**src/rtl/adcsel_pkg.sv**
```systemverilog
package adcsel_pkg;
  localparam int ADDR_W = 2;
  localparam logic [ADDR_W-1:0] ADDR_SEL = 2'd0;
  localparam logic [ADDR_W-1:0] ADDR_RLO = 2'd1;
  localparam logic [ADDR_W-1:0] ADDR_RHI = 2'd2;

  typedef enum logic [1:0] {
    REF_EXT_PIN = 2'b00,
    REF_SUPPLY  = 2'b01,
    REF_INT_1V1 = 2'b10,
    REF_INT_2V56 = 2'b11
  } ref_code_e;
endpackage

```
**src/rtl/adcsel_selreg.sv**
```systemverilog
module adcsel_selreg #(
  parameter int REF_W  = 2,
  parameter int CHAN_W = 5,
  localparam int SEL_W = REF_W + 1 + CHAN_W
) (
  input  logic              clk,
  input  logic              rst_n,
  input  logic              wr_sel,
  input  logic [SEL_W-1:0]  wdata,
  input  logic              conv_busy,
  input  logic              conv_done,
  output logic [SEL_W-1:0]  sel_q,
  output logic [REF_W-1:0]  act_ref,
  output logic [CHAN_W-1:0] act_chan
);
  localparam int ALIGN_POS = CHAN_W;
  localparam int REF_LSB   = CHAN_W + 1;

  logic [SEL_W-1:0]  sel_next;
  logic              boundary;
  logic [REF_W-1:0]  ref_q;
  logic [CHAN_W-1:0] chan_q;

  // Newest software value: a write in this cycle wins over the stored one.
  always_comb begin
    sel_next = wr_sel ? wdata : sel_q;
    boundary = !conv_busy || conv_done;
  end

  always_ff @(posedge clk or negedge rst_n) begin
    if (!rst_n) begin
      sel_q <= '0;
    end else if (wr_sel) begin
      sel_q <= wdata;
    end
  end

  always_ff @(posedge clk or negedge rst_n) begin
    if (!rst_n) begin
      ref_q  <= '0;
      chan_q <= '0;
    end else if (boundary) begin
      ref_q  <= sel_next[SEL_W-1:REF_LSB];
      chan_q <= sel_next[ALIGN_POS-1:0];
    end
  end

  assign act_ref  = ref_q;
  assign act_chan = chan_q;
endmodule

```
**src/rtl/adcsel_result.sv**
```systemverilog
module adcsel_result #(
  parameter int RES_W  = 10,
  parameter int BYTE_W = 8,
  localparam int WORD_W = 2 * BYTE_W,
  localparam int PAD_W  = WORD_W - RES_W
) (
  input  logic              clk,
  input  logic              rst_n,
  input  logic              res_valid,
  input  logic [RES_W-1:0]  res_data,
  input  logic              left_adj,
  output logic [RES_W-1:0]  hold_q,
  output logic [BYTE_W-1:0] byte_lo,
  output logic [BYTE_W-1:0] byte_hi
);
  logic [WORD_W-1:0] word;

  always_ff @(posedge clk or negedge rst_n) begin
    if (!rst_n) begin
      hold_q <= '0;
    end else if (res_valid) begin
      hold_q <= res_data;
    end
  end

  generate
    if (PAD_W > 0) begin : g_pad
      always_comb begin
        if (left_adj) word = {hold_q, {PAD_W{1'b0}}};
        else          word = {{PAD_W{1'b0}}, hold_q};
      end
    end else begin : g_nopad
      always_comb word = hold_q;
    end
  endgenerate

  assign byte_lo = word[BYTE_W-1:0];
  assign byte_hi = word[WORD_W-1:BYTE_W];
endmodule

```
**src/rtl/adcsel_refdec.sv**
```systemverilog
module adcsel_refdec #(
  parameter int REF_W = 2,
  localparam int NREF = 1 << REF_W
) (
  input  logic [REF_W-1:0] ref_code,
  output logic [NREF-1:0]  ref_oh
);
  for (genvar i = 0; i < NREF; i++) begin : g_dec
    assign ref_oh[i] = (ref_code == REF_W'(i));
  end
endmodule

```
**src/rtl/adcsel_top.sv**
```systemverilog
module adcsel_top #(
  parameter int REF_W  = 2,
  parameter int CHAN_W = 5,
  parameter int RES_W  = 10,
  localparam int SEL_W = REF_W + 1 + CHAN_W,
  localparam int NREF  = 1 << REF_W
) (
  input  logic                            clk,
  input  logic                            rst_n,
  input  logic                            bus_wr,
  input  logic [adcsel_pkg::ADDR_W-1:0]   bus_addr,
  input  logic [SEL_W-1:0]                bus_wdata,
  output logic [SEL_W-1:0]                bus_rdata,
  input  logic                            conv_busy,
  input  logic                            conv_done,
  input  logic [RES_W-1:0]                conv_result,
  output logic [REF_W-1:0]                act_ref,
  output logic [CHAN_W-1:0]               act_chan,
  output logic [NREF-1:0]                 ref_sel_oh
);
  import adcsel_pkg::*;

  logic             wr_sel;
  logic [SEL_W-1:0] sel_q;
  logic [RES_W-1:0] hold_q;
  logic [SEL_W-1:0] byte_lo;
  logic [SEL_W-1:0] byte_hi;

  assign wr_sel = bus_wr && (bus_addr == ADDR_SEL);

  adcsel_selreg #(.REF_W(REF_W), .CHAN_W(CHAN_W)) selreg_i (
    .clk(clk), .rst_n(rst_n), .wr_sel(wr_sel), .wdata(bus_wdata),
    .conv_busy(conv_busy), .conv_done(conv_done),
    .sel_q(sel_q), .act_ref(act_ref), .act_chan(act_chan)
  );

  adcsel_result #(.RES_W(RES_W), .BYTE_W(SEL_W)) result_i (
    .clk(clk), .rst_n(rst_n), .res_valid(conv_done), .res_data(conv_result),
    .left_adj(sel_q[CHAN_W]), .hold_q(hold_q),
    .byte_lo(byte_lo), .byte_hi(byte_hi)
  );

  adcsel_refdec #(.REF_W(REF_W)) refdec_i (
    .ref_code(act_ref), .ref_oh(ref_sel_oh)
  );

  always_comb begin
    unique case (bus_addr)
      ADDR_SEL: bus_rdata = sel_q;
      ADDR_RLO: bus_rdata = byte_lo;
      ADDR_RHI: bus_rdata = byte_hi;
      default:  bus_rdata = '0;
    endcase
  end
endmodule

```
**config.mk**
```make
export PLATFORM = sky130hd
export DESIGN_NAME = adcsel_top
export DESIGN_NICKNAME = d
export VERILOG_FILES = /design/src/rtl/adcsel_pkg.sv /design/src/rtl/adcsel_selreg.sv /design/src/rtl/adcsel_result.sv /design/src/rtl/adcsel_refdec.sv /design/src/rtl/adcsel_top.sv
export SDC_FILE = /design/constraint.sdc
export NUM_CORES = 1
export LEC_CHECK = 0
export BUFFER_PORTS_ARGS = -buffer_cell sky130_fd_sc_hd__buf_2
export CORE_MARGIN = 2
export CORE_UTILIZATION = 52
export DETAILED_ROUTE_END_ITERATION = 10
export PLACE_DENSITY_LB_ADDON = 0.12
export SKIP_LAST_GASP = 1
export SLEW_MARGIN = 20
export SYNTH_ARGS = -nofsm -noshare
export SYNTH_HDL_FRONTEND = slang
export SYNTH_SLANG_ARGS = --single-unit
```
**constraint.sdc**
```tcl
create_clock -name clk -period 2 [get_ports clk]
set_input_delay 0.3 -clock clk [delete_from_list [all_inputs] [get_ports clk]]
set_output_delay 0.3 -clock clk [all_outputs]
set_load 0.005 [all_outputs]
```
==> key figures <==
Status
  – Status: finished, final reports clean

Power and ir drop
  – Internal power: 0.000790 W
  – Clock share of power: 20.7%
  – Pleak: 0.727 nW
  – PD cells: 766 mW/mm^2
  – Switch Pwr: 0.000332 W
  – Gate power share: 23.3%
  – Worst VDD drop: 571 uV
  – Switch share: 29.6%
  – Share of power burned in registers: 56.1%

Drt
  – Vias post-DR: 992
  – Vias per Instance: 5.28
  – Drt first pass iters: 4
  – Final ANT Viol Nets: 0
  – DRC viols: 0
  – DR WL/cell: 12.8 um
  – Initial drt markers: 13
  – Detailed-route wire length: 2410 um

Yosys
  – Syn Nets: 143
  – Dominant synthesized flop cell: dfrtp_1
  – Gate count after technology mapping: 118
  – Post-synth ARST share: 100%
  – Largest area contributor in the netlist: dfrtp_1
  – Area share of the largest cell type after synthesis: 51.9%
  – Synth area leaders: dfrtp_1 52%, mux2_2 9.3%, nand2_1 7.8%
  – Cell Area, Synth: 0.00120 mm^2
  – Count of unique library cells instantiated by Yosys: 21
  – Avg Cell Area, Syn: 10.2 um^2
  – Synth cell count leaders: 25 x dfrtp_1, 25 x nand2_1, 10 x mux2_2, 10 x nor2_1, 8 x nor2b_1
  – #FFs+latches synth: 25
  – Sequential element share of the synthesized area: 51.9%
  – Number of synthesized flops with an enable pin: 0
  – YS warnings: 0

Layout
  – Layout cells sized above 1: 38.8%
  – Antenna diodes: 0
  – Non-Filler Instances: 188
  – Fin nets: 186
  – Core Util, Final: 66.8%
  – Area Overhead vs Synth: 21.5%
  – Filler Cells Inserted: 194

Floorplan
  – Core ar.: 0.00219 mm^2
  – Die height: 52.1 um
  – Die ar.: 0.00272 mm^2
  – Row count: 17
  – Die W: 52.1 um
  – Starting Density: 55.0%
  – Io pins: 44

Worst setup path
  – Cell chain of the critical path: and2b_1 > and2_1 > o2bb2ai_1 > buf_2
  – Critical-path maximum fanout: 7
  – CP delay by family, top: flip-flops
  – Worst setup SP type: register
  – Critical Path Slowest Stage Cell: dfrtp_2
  – Worst Path Required: 1.70 ns
  – Critical Path End Type: output port
  – WP buf/inv: 1
  – CP max stage delay: 0.50 ns
  – Worst endpoint data arrival time: 1.52 ns
  – Kind of critical path: register to output port

Placement
  – Post-DP HPWL: 1870 um
  – Dpl ws: 0.397 ns
  – Port Buffers: 43
  – Placer's final routability congestion estimate: 0.822
  – DP Cell Count: 183

STA
  – Endpoints failing setup: 0
  – Sum of negative setup slack: 0 ns
  – Fin crit period: 1.82 ns
  – Final hold violations: 0
  – Crit path setup slack, layout: 0.179 ns
  – Tcrit/Tclk final: 91.1%
  – Worst-margin pin slew: 0.539 ns
  – Slew margin rel.: 64.1%
  – Clock skew: 0.00203 ns
  – Fmax: 549 MHz
  – Final Max Tran Viols: 0
  – RSZ-0062 raised after global routing: no

Global route
  – Antenna violations before repair: 0
  – Grt total ovfl: 0
  – Vias in the first global route: 929
  – Gr usage total: 20.0%
  – First-pass GRT wire length: 4000 um
  – Largest net degree at the start of global routing: 26

Clocking
  – Clk sinks: 25
  – CTS buffer count: 3
  – Clock Pin Slew Worst Setup and Hold Paths: 0.14 ns
  – CTS tree: yes
  – Root buffer cell: clkbuf_4
  – H-tree levels: 1
  – Clock buffer depth: 2
  – Latest clock arrival within the worst-skew pair: 0.32 ns

Job
  – Max_cap viols: 0

Worst hold path
  – Worst min-delay path class: primary input to register
power groups by stage:
stage / registers [W] / clock network (W) / logic [W]
after CTS: 0.000628 / 0.000240 / 0.000264
final: 0.000629 / 0.000232 / 0.000261
after global placement: 0.000635 / 0 / 0.000256
after global routing: 0.000638 / 0.000262 / 0.000298
after floorplan: 0.000621 / 0 / 0.000163
after detailed placement: 0.000638 / 0 / 0.000262
layout by cell type, fill, tap and decap left out, types with 2 or more instances in the layout:
cell type / netlist / layout
a211oi_1: 2 / 2
a21oi_1: 6 / 6
a31o_2: 2 / 2
a31oi_1: 7 / 7
and2_1: 2 / 2
buf_2: 4 / 43
clkbuf_4: 0 / 3
dfrtp_1: 25 / 24
mux2_2: 10 / 10
mux2i_1: 4 / 4
nand2_1: 25 / 25
nand2b_1: 2 / 2
nor2_1: 10 / 10
nor2b_1: 8 / 7
o22ai_1: 2 / 2
o2bb2ai_1: 3 / 3
path summary, 6_finish.rpt:
| check | startpoint | endpoint | slack [ns] | cells after the start |
|---|---|---|---|---|
| setup / recovery | selreg_i.sel_q[5]$_DFFE_PN0P_ | bus_rdata[4] | 0.18 | 4 |
| hold / removal | bus_wdata[5] | selreg_i.sel_q[5]$_DFFE_PN0P_ | 0.17 | 3 |
| setup reg to reg | result_i.hold_q[3]$_DFFE_PN0P_ | result_i.hold_q[3]$_DFFE_PN0P_ | 1.20 | 1 |
| hold reg to reg | selreg_i.sel_q[7]$_DFF_PN0_ | selreg_i.sel_q[7]$_DFF_PN0_ | 0.52 | 2 |
| max in group asynchronous | rst_n | selreg_i.sel_q[5]$_DFFE_PN0P_ | 1.14 | 2 |
| min in group asynchronous | rst_n | result_i.hold_q[7]$_DFFE_PN0P_ | 0.47 | 2 |
tightest hold or removal path, cell delays in order:
cell and delay (ns):
buf_2 0.08, nand2_1 0.04, nand2_1 0.05
flip-flops by register name, indices dropped and copies added, names as in the netlist:
register           flops
selreg_i.act_ref       2
selreg_i.sel_q         8
result_i.hold_q       10
selreg_i.act_chan      5
repair_timing:
item	in CTS	in global routing
gates resized for setup	0	2
setup endpoints to repair	0	5
hold buffers	1	0
hold endpoints to repair	25	0
buffers inserted	0	0
final cells by class:
| class | instances | area, um^2 | area share, % |
|---|---|---|---|
| multi-input combinational | 87 | 547 | 37.4 |
| clock buffer | 3 | 22.5 | 1.54 |
| sequential | 25 | 627 | 42.8 |
| tap | 28 | 35.0 | 2.39 |
| timing repair buffer | 44 | 225 | 15.4 |
| clock inverter | 1 | 7.51 | 0.513 |
layer usage:
layer	up-vias	share of wire, %	GRT usage, %
li1	492	-	-
met1	466	47	28.3
met2	32	47	31.4
met3	2	5.6	2.30
met4	0	0.50	7.69
met5	-	0	0
per-stage QoR:
stage / total power [W] / instance area, um^2 / hold WS (ns)
after floorplan: 0.000784 / 1200 / 0.00441
after global placement: 0.000891 / 1420 / 0.313
after detailed placement: 0.000900 / 1420 / 0.315
after CTS: 0.00113 / 1460 / 0.153
after global routing: 0.00120 / 1460 / 0.154
final: 0.00112 / 1460 / 0.167
kinds of logic after synthesis:
logic type | count (synthesis) | synth area share [%]
AO/OA/AOI/OAI | 23 | 12.5
buffers and inverters | 6 | 2.91
flip-flops | 25 | 51.9
multiplexers | 14 | 12.7
AND/OR/NAND/NOR | 50 | 20.0
Power figures use the tool's default switching activity.
